**config.mk**
```make
export PLATFORM = sky130hd
export DESIGN_NAME = mp_irq_ctrl
export DESIGN_NICKNAME = d
export VERILOG_FILES = /design/src/rtl/irqc_pkg.sv /design/src/rtl/irqc_pend_unit.sv /design/src/rtl/irqc_cpu_slice.sv /design/src/rtl/mp_irq_ctrl.sv
export SDC_FILE = /design/constraint.sdc
export NUM_CORES = 1
export LEC_CHECK = 0
export BUFFER_PORTS_ARGS = -buffer_cell sky130_fd_sc_hd__buf_2
export CAP_MARGIN = 15
export CORE_ASPECT_RATIO = 0.6
export CORE_UTILIZATION = 54
export DETAILED_ROUTE_END_ITERATION = 7
export GPL_ROUTABILITY_DRIVEN = 0
export PLACE_DENSITY = 0.78
export SLEW_MARGIN = 20
export SYNTH_ARGS = -nofsm -noshare
export SYNTH_HDL_FRONTEND = slang
export SYNTH_HIERARCHICAL = 1
export SYNTH_SLANG_ARGS = --single-unit
```
**constraint.sdc**
```tcl
create_clock -name clk -period 1.96 [get_ports clk]
set_input_delay 0.098 -clock clk [delete_from_list [all_inputs] [get_ports clk]]
set_output_delay 0.098 -clock clk [all_outputs]
set_load 0.03 [all_outputs]
```
**src/rtl/irqc_pkg.sv**
```systemverilog
package irqc_pkg;
  localparam int unsigned WORD_W  = 16;
  localparam int unsigned LVL_W   = 4;
  localparam int unsigned ADDR_W  = 6;

  localparam int unsigned OFS_PRIO   = 0;
  localparam int unsigned OFS_PEND   = 1;
  localparam int unsigned OFS_GFORCE = 2;
  localparam int unsigned OFS_CLEAR  = 3;
  localparam int unsigned OFS_MPSTAT = 4;
  localparam int unsigned OFS_MASK0  = 16;
  localparam int unsigned OFS_FRC0   = 32;

  localparam logic [WORD_W-1:0] SRC_BITS = 16'hFFFE;

  // Index of the most significant set bit among bits 1..15, 0 when none.
  function automatic logic [LVL_W-1:0] top_bit(input logic [WORD_W-1:0] v);
    logic [LVL_W-1:0] r;
    r = '0;
    for (int n = 1; n < WORD_W; n++) begin
      if (v[n]) r = LVL_W'(n);
    end
    return r;
  endfunction

  // Selected sources are served first, then plain numeric order.
  function automatic logic [LVL_W-1:0] pick_level(input logic [WORD_W-1:0] elig,
                                                  input logic [WORD_W-1:0] sel);
    logic [WORD_W-1:0] hi;
    hi = elig & sel & SRC_BITS;
    if (hi != '0) return top_bit(hi);
    return top_bit(elig & SRC_BITS);
  endfunction

  function automatic logic [WORD_W-1:0] lvl_onehot(input logic [LVL_W-1:0] l);
    if (l == '0) return '0;
    return WORD_W'(1) << l;
  endfunction
endpackage

```
**src/rtl/irqc_pend_unit.sv**
```systemverilog
module irqc_pend_unit
  import irqc_pkg::*;
(
  input  logic              clk,
  input  logic              rst_n,
  input  logic [WORD_W-1:0] irq_in,
  input  logic              gforce_we,
  input  logic              clear_we,
  input  logic [WORD_W-1:0] wr_data,
  input  logic [WORD_W-1:0] ack_clr,
  output logic [WORD_W-1:0] pend_q,
  output logic [WORD_W-1:0] set_evt
);
  logic [WORD_W-1:0] line_prev_q;
  logic [WORD_W-1:0] rise;
  logic [WORD_W-1:0] drop;

  always_comb begin
    rise    = irq_in & ~line_prev_q;
    set_evt = (rise | (gforce_we ? wr_data : '0)) & SRC_BITS;
    drop    = (clear_we ? wr_data : '0) | ack_clr;
  end

  always_ff @(posedge clk) begin
    if (!rst_n) begin
      line_prev_q <= '0;
      pend_q      <= '0;
    end else begin
      line_prev_q <= irq_in;
      pend_q      <= ((pend_q & ~drop) | set_evt) & SRC_BITS;
    end
  end
endmodule

```
**src/rtl/irqc_cpu_slice.sv**
```systemverilog
module irqc_cpu_slice
  import irqc_pkg::*;
(
  input  logic              clk,
  input  logic              rst_n,
  input  logic              mask_we,
  input  logic              frc_we,
  input  logic [WORD_W-1:0] wr_data,
  input  logic [WORD_W-1:0] pend_q,
  input  logic [WORD_W-1:0] prio_sel,
  input  logic              ack_vld,
  input  logic [LVL_W-1:0]  ack_lvl,
  output logic [LVL_W-1:0]  lvl,
  output logic [WORD_W-1:0] pend_clr,
  output logic [WORD_W-1:0] mask_q,
  output logic [WORD_W-1:0] frc_q
);
  logic [WORD_W-1:0] ack_vec;
  logic [WORD_W-1:0] frc_hit;

  always_comb begin
    ack_vec  = ack_vld ? lvl_onehot(ack_lvl) : '0;
    frc_hit  = ack_vec & frc_q;
    pend_clr = ack_vec & ~frc_q;
    lvl      = pick_level((pend_q | frc_q) & mask_q, prio_sel);
  end

  always_ff @(posedge clk) begin
    if (!rst_n) begin
      mask_q <= '0;
      frc_q  <= '0;
    end else begin
      if (mask_we) mask_q <= wr_data & SRC_BITS;
      if (frc_we) frc_q <= wr_data & SRC_BITS;
      else        frc_q <= frc_q & ~frc_hit;
    end
  end
endmodule

```
**src/rtl/mp_irq_ctrl.sv**
```systemverilog
module mp_irq_ctrl
  import irqc_pkg::*;
#(
  parameter int unsigned NCPU = 2
) (
  input  logic                    clk,
  input  logic                    rst_n,
  input  logic [15:0]             irq_in,
  input  logic                    wr_en,
  input  logic [5:0]              wr_addr,
  input  logic [15:0]             wr_data,
  input  logic [5:0]              rd_addr,
  output logic [15:0]             rd_data,
  input  logic [NCPU-1:0]         ack_vld,
  input  logic [NCPU*4-1:0]       ack_lvl,
  output logic [NCPU*4-1:0]       cpu_lvl
);
  localparam int unsigned FLAT_W = NCPU * WORD_W;

  logic [WORD_W-1:0] prio_q;
  logic [WORD_W-1:0] pend_q;
  logic [WORD_W-1:0] set_evt;
  logic [WORD_W-1:0] ack_pend_clr;
  logic [WORD_W-1:0] mask_w [NCPU];
  logic [WORD_W-1:0] frc_w  [NCPU];
  logic [WORD_W-1:0] pclr_w [NCPU];
  logic [FLAT_W-1:0] mask_flat;
  logic [FLAT_W-1:0] frc_flat;
  logic              gforce_we;
  logic              clear_we;
  logic              prio_we;

  assign gforce_we = wr_en && (wr_addr == ADDR_W'(OFS_GFORCE));
  assign clear_we  = wr_en && (wr_addr == ADDR_W'(OFS_CLEAR));
  assign prio_we   = wr_en && (wr_addr == ADDR_W'(OFS_PRIO));

  always_ff @(posedge clk) begin
    if (!rst_n)       prio_q <= '0;
    else if (prio_we) prio_q <= wr_data & SRC_BITS;
  end

  irqc_pend_unit u_pend (
    .clk      (clk),
    .rst_n    (rst_n),
    .irq_in   (irq_in),
    .gforce_we(gforce_we),
    .clear_we (clear_we),
    .wr_data  (wr_data),
    .ack_clr  (ack_pend_clr),
    .pend_q   (pend_q),
    .set_evt  (set_evt)
  );

  for (genvar i = 0; i < NCPU; i++) begin : g_cpu
    irqc_cpu_slice u_slice (
      .clk     (clk),
      .rst_n   (rst_n),
      .mask_we (wr_en && (wr_addr == ADDR_W'(OFS_MASK0 + i))),
      .frc_we  (wr_en && (wr_addr == ADDR_W'(OFS_FRC0 + i))),
      .wr_data (wr_data),
      .pend_q  (pend_q),
      .prio_sel(prio_q),
      .ack_vld (ack_vld[i]),
      .ack_lvl (ack_lvl[i*LVL_W +: LVL_W]),
      .lvl     (cpu_lvl[i*LVL_W +: LVL_W]),
      .pend_clr(pclr_w[i]),
      .mask_q  (mask_w[i]),
      .frc_q   (frc_w[i])
    );
    assign mask_flat[i*WORD_W +: WORD_W] = mask_w[i];
    assign frc_flat[i*WORD_W +: WORD_W]  = frc_w[i];
  end

  always_comb begin
    ack_pend_clr = '0;
    for (int i = 0; i < NCPU; i++) ack_pend_clr = ack_pend_clr | pclr_w[i];
  end

  always_comb begin
    rd_data = '0;
    case (rd_addr)
      ADDR_W'(OFS_PRIO):   rd_data = prio_q;
      ADDR_W'(OFS_PEND):   rd_data = pend_q;
      ADDR_W'(OFS_MPSTAT): rd_data = WORD_W'(NCPU);
      default:             rd_data = '0;
    endcase
    for (int i = 0; i < NCPU; i++) begin
      if (rd_addr == ADDR_W'(OFS_MASK0 + i)) rd_data = mask_w[i];
      if (rd_addr == ADDR_W'(OFS_FRC0 + i))  rd_data = frc_w[i];
    end
  end
endmodule

```
==> impl_metrics.json <==
{
  "fin_tns_setup_ns": -2.419,
  "grt_pass1_vias": 6550,
  "use_met3_pct": 15.61,
  "rows": 31,
  "dieHeight_um": 89.14,
  "pwr-share-comb_pct": 11.8,
  "pwr_density_cell_mw_per_mm2": 537.1,
  "worst-path-max-fanout": 5,
  "grt_pass1_wl_um": 36730,
  "cts_tree": "yes",
  "stdcell_count": 1176,
  "dr.pass1.iters": 8,
  "swShare_pct": 28.26,
  "p_int_w": 0.003374,
  "dieArea_mm2": 0.01312,
  "max_freq_mhz": 415.5,
  "num_vias": 7358,
  "violations": "design-rule violations, negative setup slack",
  "finalCritPeriodShare_pct": 122.8,
  "final_hold_viol_count": 0,
  "critPathArrivalTime_ns": 2.31,
  "drive_gt1_share_pct": 29.48,
  "crit_type": "reg -> out",
  "met1_usage_pct": 53.53,
  "postSynthAreaPerCell_um2": 8.107,
  "clk_path_buf_depth": 2,
  "io_buffers": 78,
  "via_per_inst": 6.257,
  "die_x_um": 147.2,
  "num_antenna_cells": 0,
  "min_period_ns": 2.407,
  "whs_ns": 0.08027,
  "switchingPower_w": 0.001329,
  "nets": 1063,
  "yosysWarnings": 6,
  "core_area_mm2": 0.01218,
  "regArea_mm2": 0.002178,
  "tightestPinTransition_ns": 0.6133,
  "synthCells": 843,
  "rsz0062_at_grt": "true",
  "maxSlewViolCount": 0,
  "grt-busiest-layer": "met1",
  "worstSetupEndpointType": "primary output",
  "drc": 3,
  "numCtsBuffers": 9,
  "worstPathRequired_ns": 1.86,
  "wirelength_um": 24680,
  "clockRootBuffer": "clkbuf_16",
  "wl_per_cell_um": 20.99,
  "fin_skew_ns": 0.007633,
  "syn-num-nets": 900,
  "ir_worst_vdd_mv": 0.3839,
  "reg2regPathDepth": 5,
  "antenna_found_initial": 0,
  "hold_depth": 3,
  "gr-total-overflow": 0,
  "fin_util_pct": 71.89,
  "cts.reportedPaths.clkPinSlew_ns": 0.08,
  "design_power_total_w": 0.004703,
  "max_slew_margin_pct": 59.02,
  "dp_cells": 1129,
  "p_leak_nw": 3.872,
  "hp-class": "in -> reg",
  "clk_latency_ns": 0.36,
  "cp-start-kind": "flop",
  "multi_input_area_mm2": 0.004549,
  "dp_hpwl_um": 17510,
  "start_util_pct": 56.11,
  "num-fill-cells": 954,
  "pin_count": 81,
  "setup_viol": 9,
  "clkSinkCount": 107,
  "grt_max_degree": 108,
  "use_met2_pct": 50.81,
  "syn-cell-area_mm2": 0.006834,
  "htree_num_levels": 3,
  "status": "complete, but fails checks",
  "drv_cap": 0,
  "ant_nets": 0,
  "p_seq_share_pct": 48.9,
  "drtIter0Drc": 1013,
  "grt_usage_pct": 37.49,
  "setup_ws_ns": -0.4468,
  "clkPwrFrac_pct": 39.4,
  "syn2layout_area_growth_pct": 28.12
}
-- cells in the final DEF, fill, tap and decap left out, types with 11 or more instances in the layout --
master         count
a211oi_1          15
a211oi_2          11
a21oi_1           17
a22oi_1           11
and2_1            42
buf_2             68
buf_4             91
dfxtp_1           86
dfxtp_2           17
dlygate4sd3_1     15
inv_1             33
mux2i_1           55
nand2_1          116
nand3_1           16
nor2_1            50
nor2b_1           52
o211ai_1          18
o21a_1            25
o21ai_0           44
o21ai_1           15
o21ai_2           13
o22ai_1           15
or2_2             15
-- worst max-delay path: stages, from the launching register on --
cell and delay, ns:
dfxtp_1 0.44, o211ai_1 0.35, nand4_1 0.22, nor4_4 0.44, nor2_1 0.09, a22oi_1 0.21, buf_4 0.20
-- power groups by stage --
stage | combinational [W] | sequential (W) | clock [W]
2_1_floorplan | 0.000248 | 0.00232 | 0
3_3_place_gp | 0.000482 | 0.00233 | 0
3_5_place_dp | 0.000487 | 0.00234 | 0
4_1_cts | 0.000527 | 0.00229 | 0.00188
5_1_grt | 0.000588 | 0.00230 | 0.00195
6_report | 0.000553 | 0.00230 | 0.00185
-- path summary, 6_finish.rpt --
path | slack (ns) | from | endpoint
worst max-delay path | -0.45 | g_cpu[0].u_slice/frc_q[15]$_SDFF_PN0_ | cpu_lvl[1]
worst min-delay path | 0.08 | wr_data[8] | g_cpu[1].u_slice/frc_q[8]$_SDFF_PN0_
worst max register to register | 0.51 | g_cpu[0].u_slice/frc_q[14]$_SDFF_PN0_ | u_pend/pend_q[14]$_SDFF_PN0_
worst min register to register | 0.44 | g_cpu[0].u_slice/frc_q[0]$_SDFF_PP0_ | g_cpu[0].u_slice/frc_q[0]$_SDFF_PP0_
-- flip-flops by register name, indices dropped and copies added, names as in the netlist --
register              cells
g_cpu.u_slice/frc_q      32
g_cpu.u_slice/mask_q     30
prio_q                   15
u_pend/line_prev_q       15
u_pend/pend_q            15
-- routing by layer --
layer / vias to the layer above / part of all wire, %
met2: 562 / 37
met4: 0 / 2.1
met3: 61 / 16
met1: 3375 / 44
met5: - / 0
li1: 3360 / -
-- timing repair --
action / 4_1_cts / 5_1_grt
pin swaps: 22 / 16
buffers inserted: 11 / 7
gates resized for setup: 63 / 26
hold buffers: 15 / 0
hold endpoints to repair: 15 / 0
setup endpoints to repair: 10 / 13
-- layout make-up --
type                            count  share of cell area (%)
Tap cell                          165                   2.358
Multi-Input combinational cell    666                   51.96
Sequential cell                   107                   24.88
Clock inverter                      7                  0.9288
Inverter                           33                   1.415
Clock buffer                        9                   2.572
Timing Repair Buffer              189                   15.89
-- per-stage QoR --
stage / cell area, um^2 / worst slack, ns
6_report: 8756 / -0.4468
5_1_grt: 8756 / -0.5380
4_1_cts: 8620 / -0.3531
3_5_place_dp: 7941 / -0.02845
3_3_place_gp: 7941 / -0.02819
2_1_floorplan: 6834 / 0.05962
Note: power is estimated with default switching activity, not from simulation.
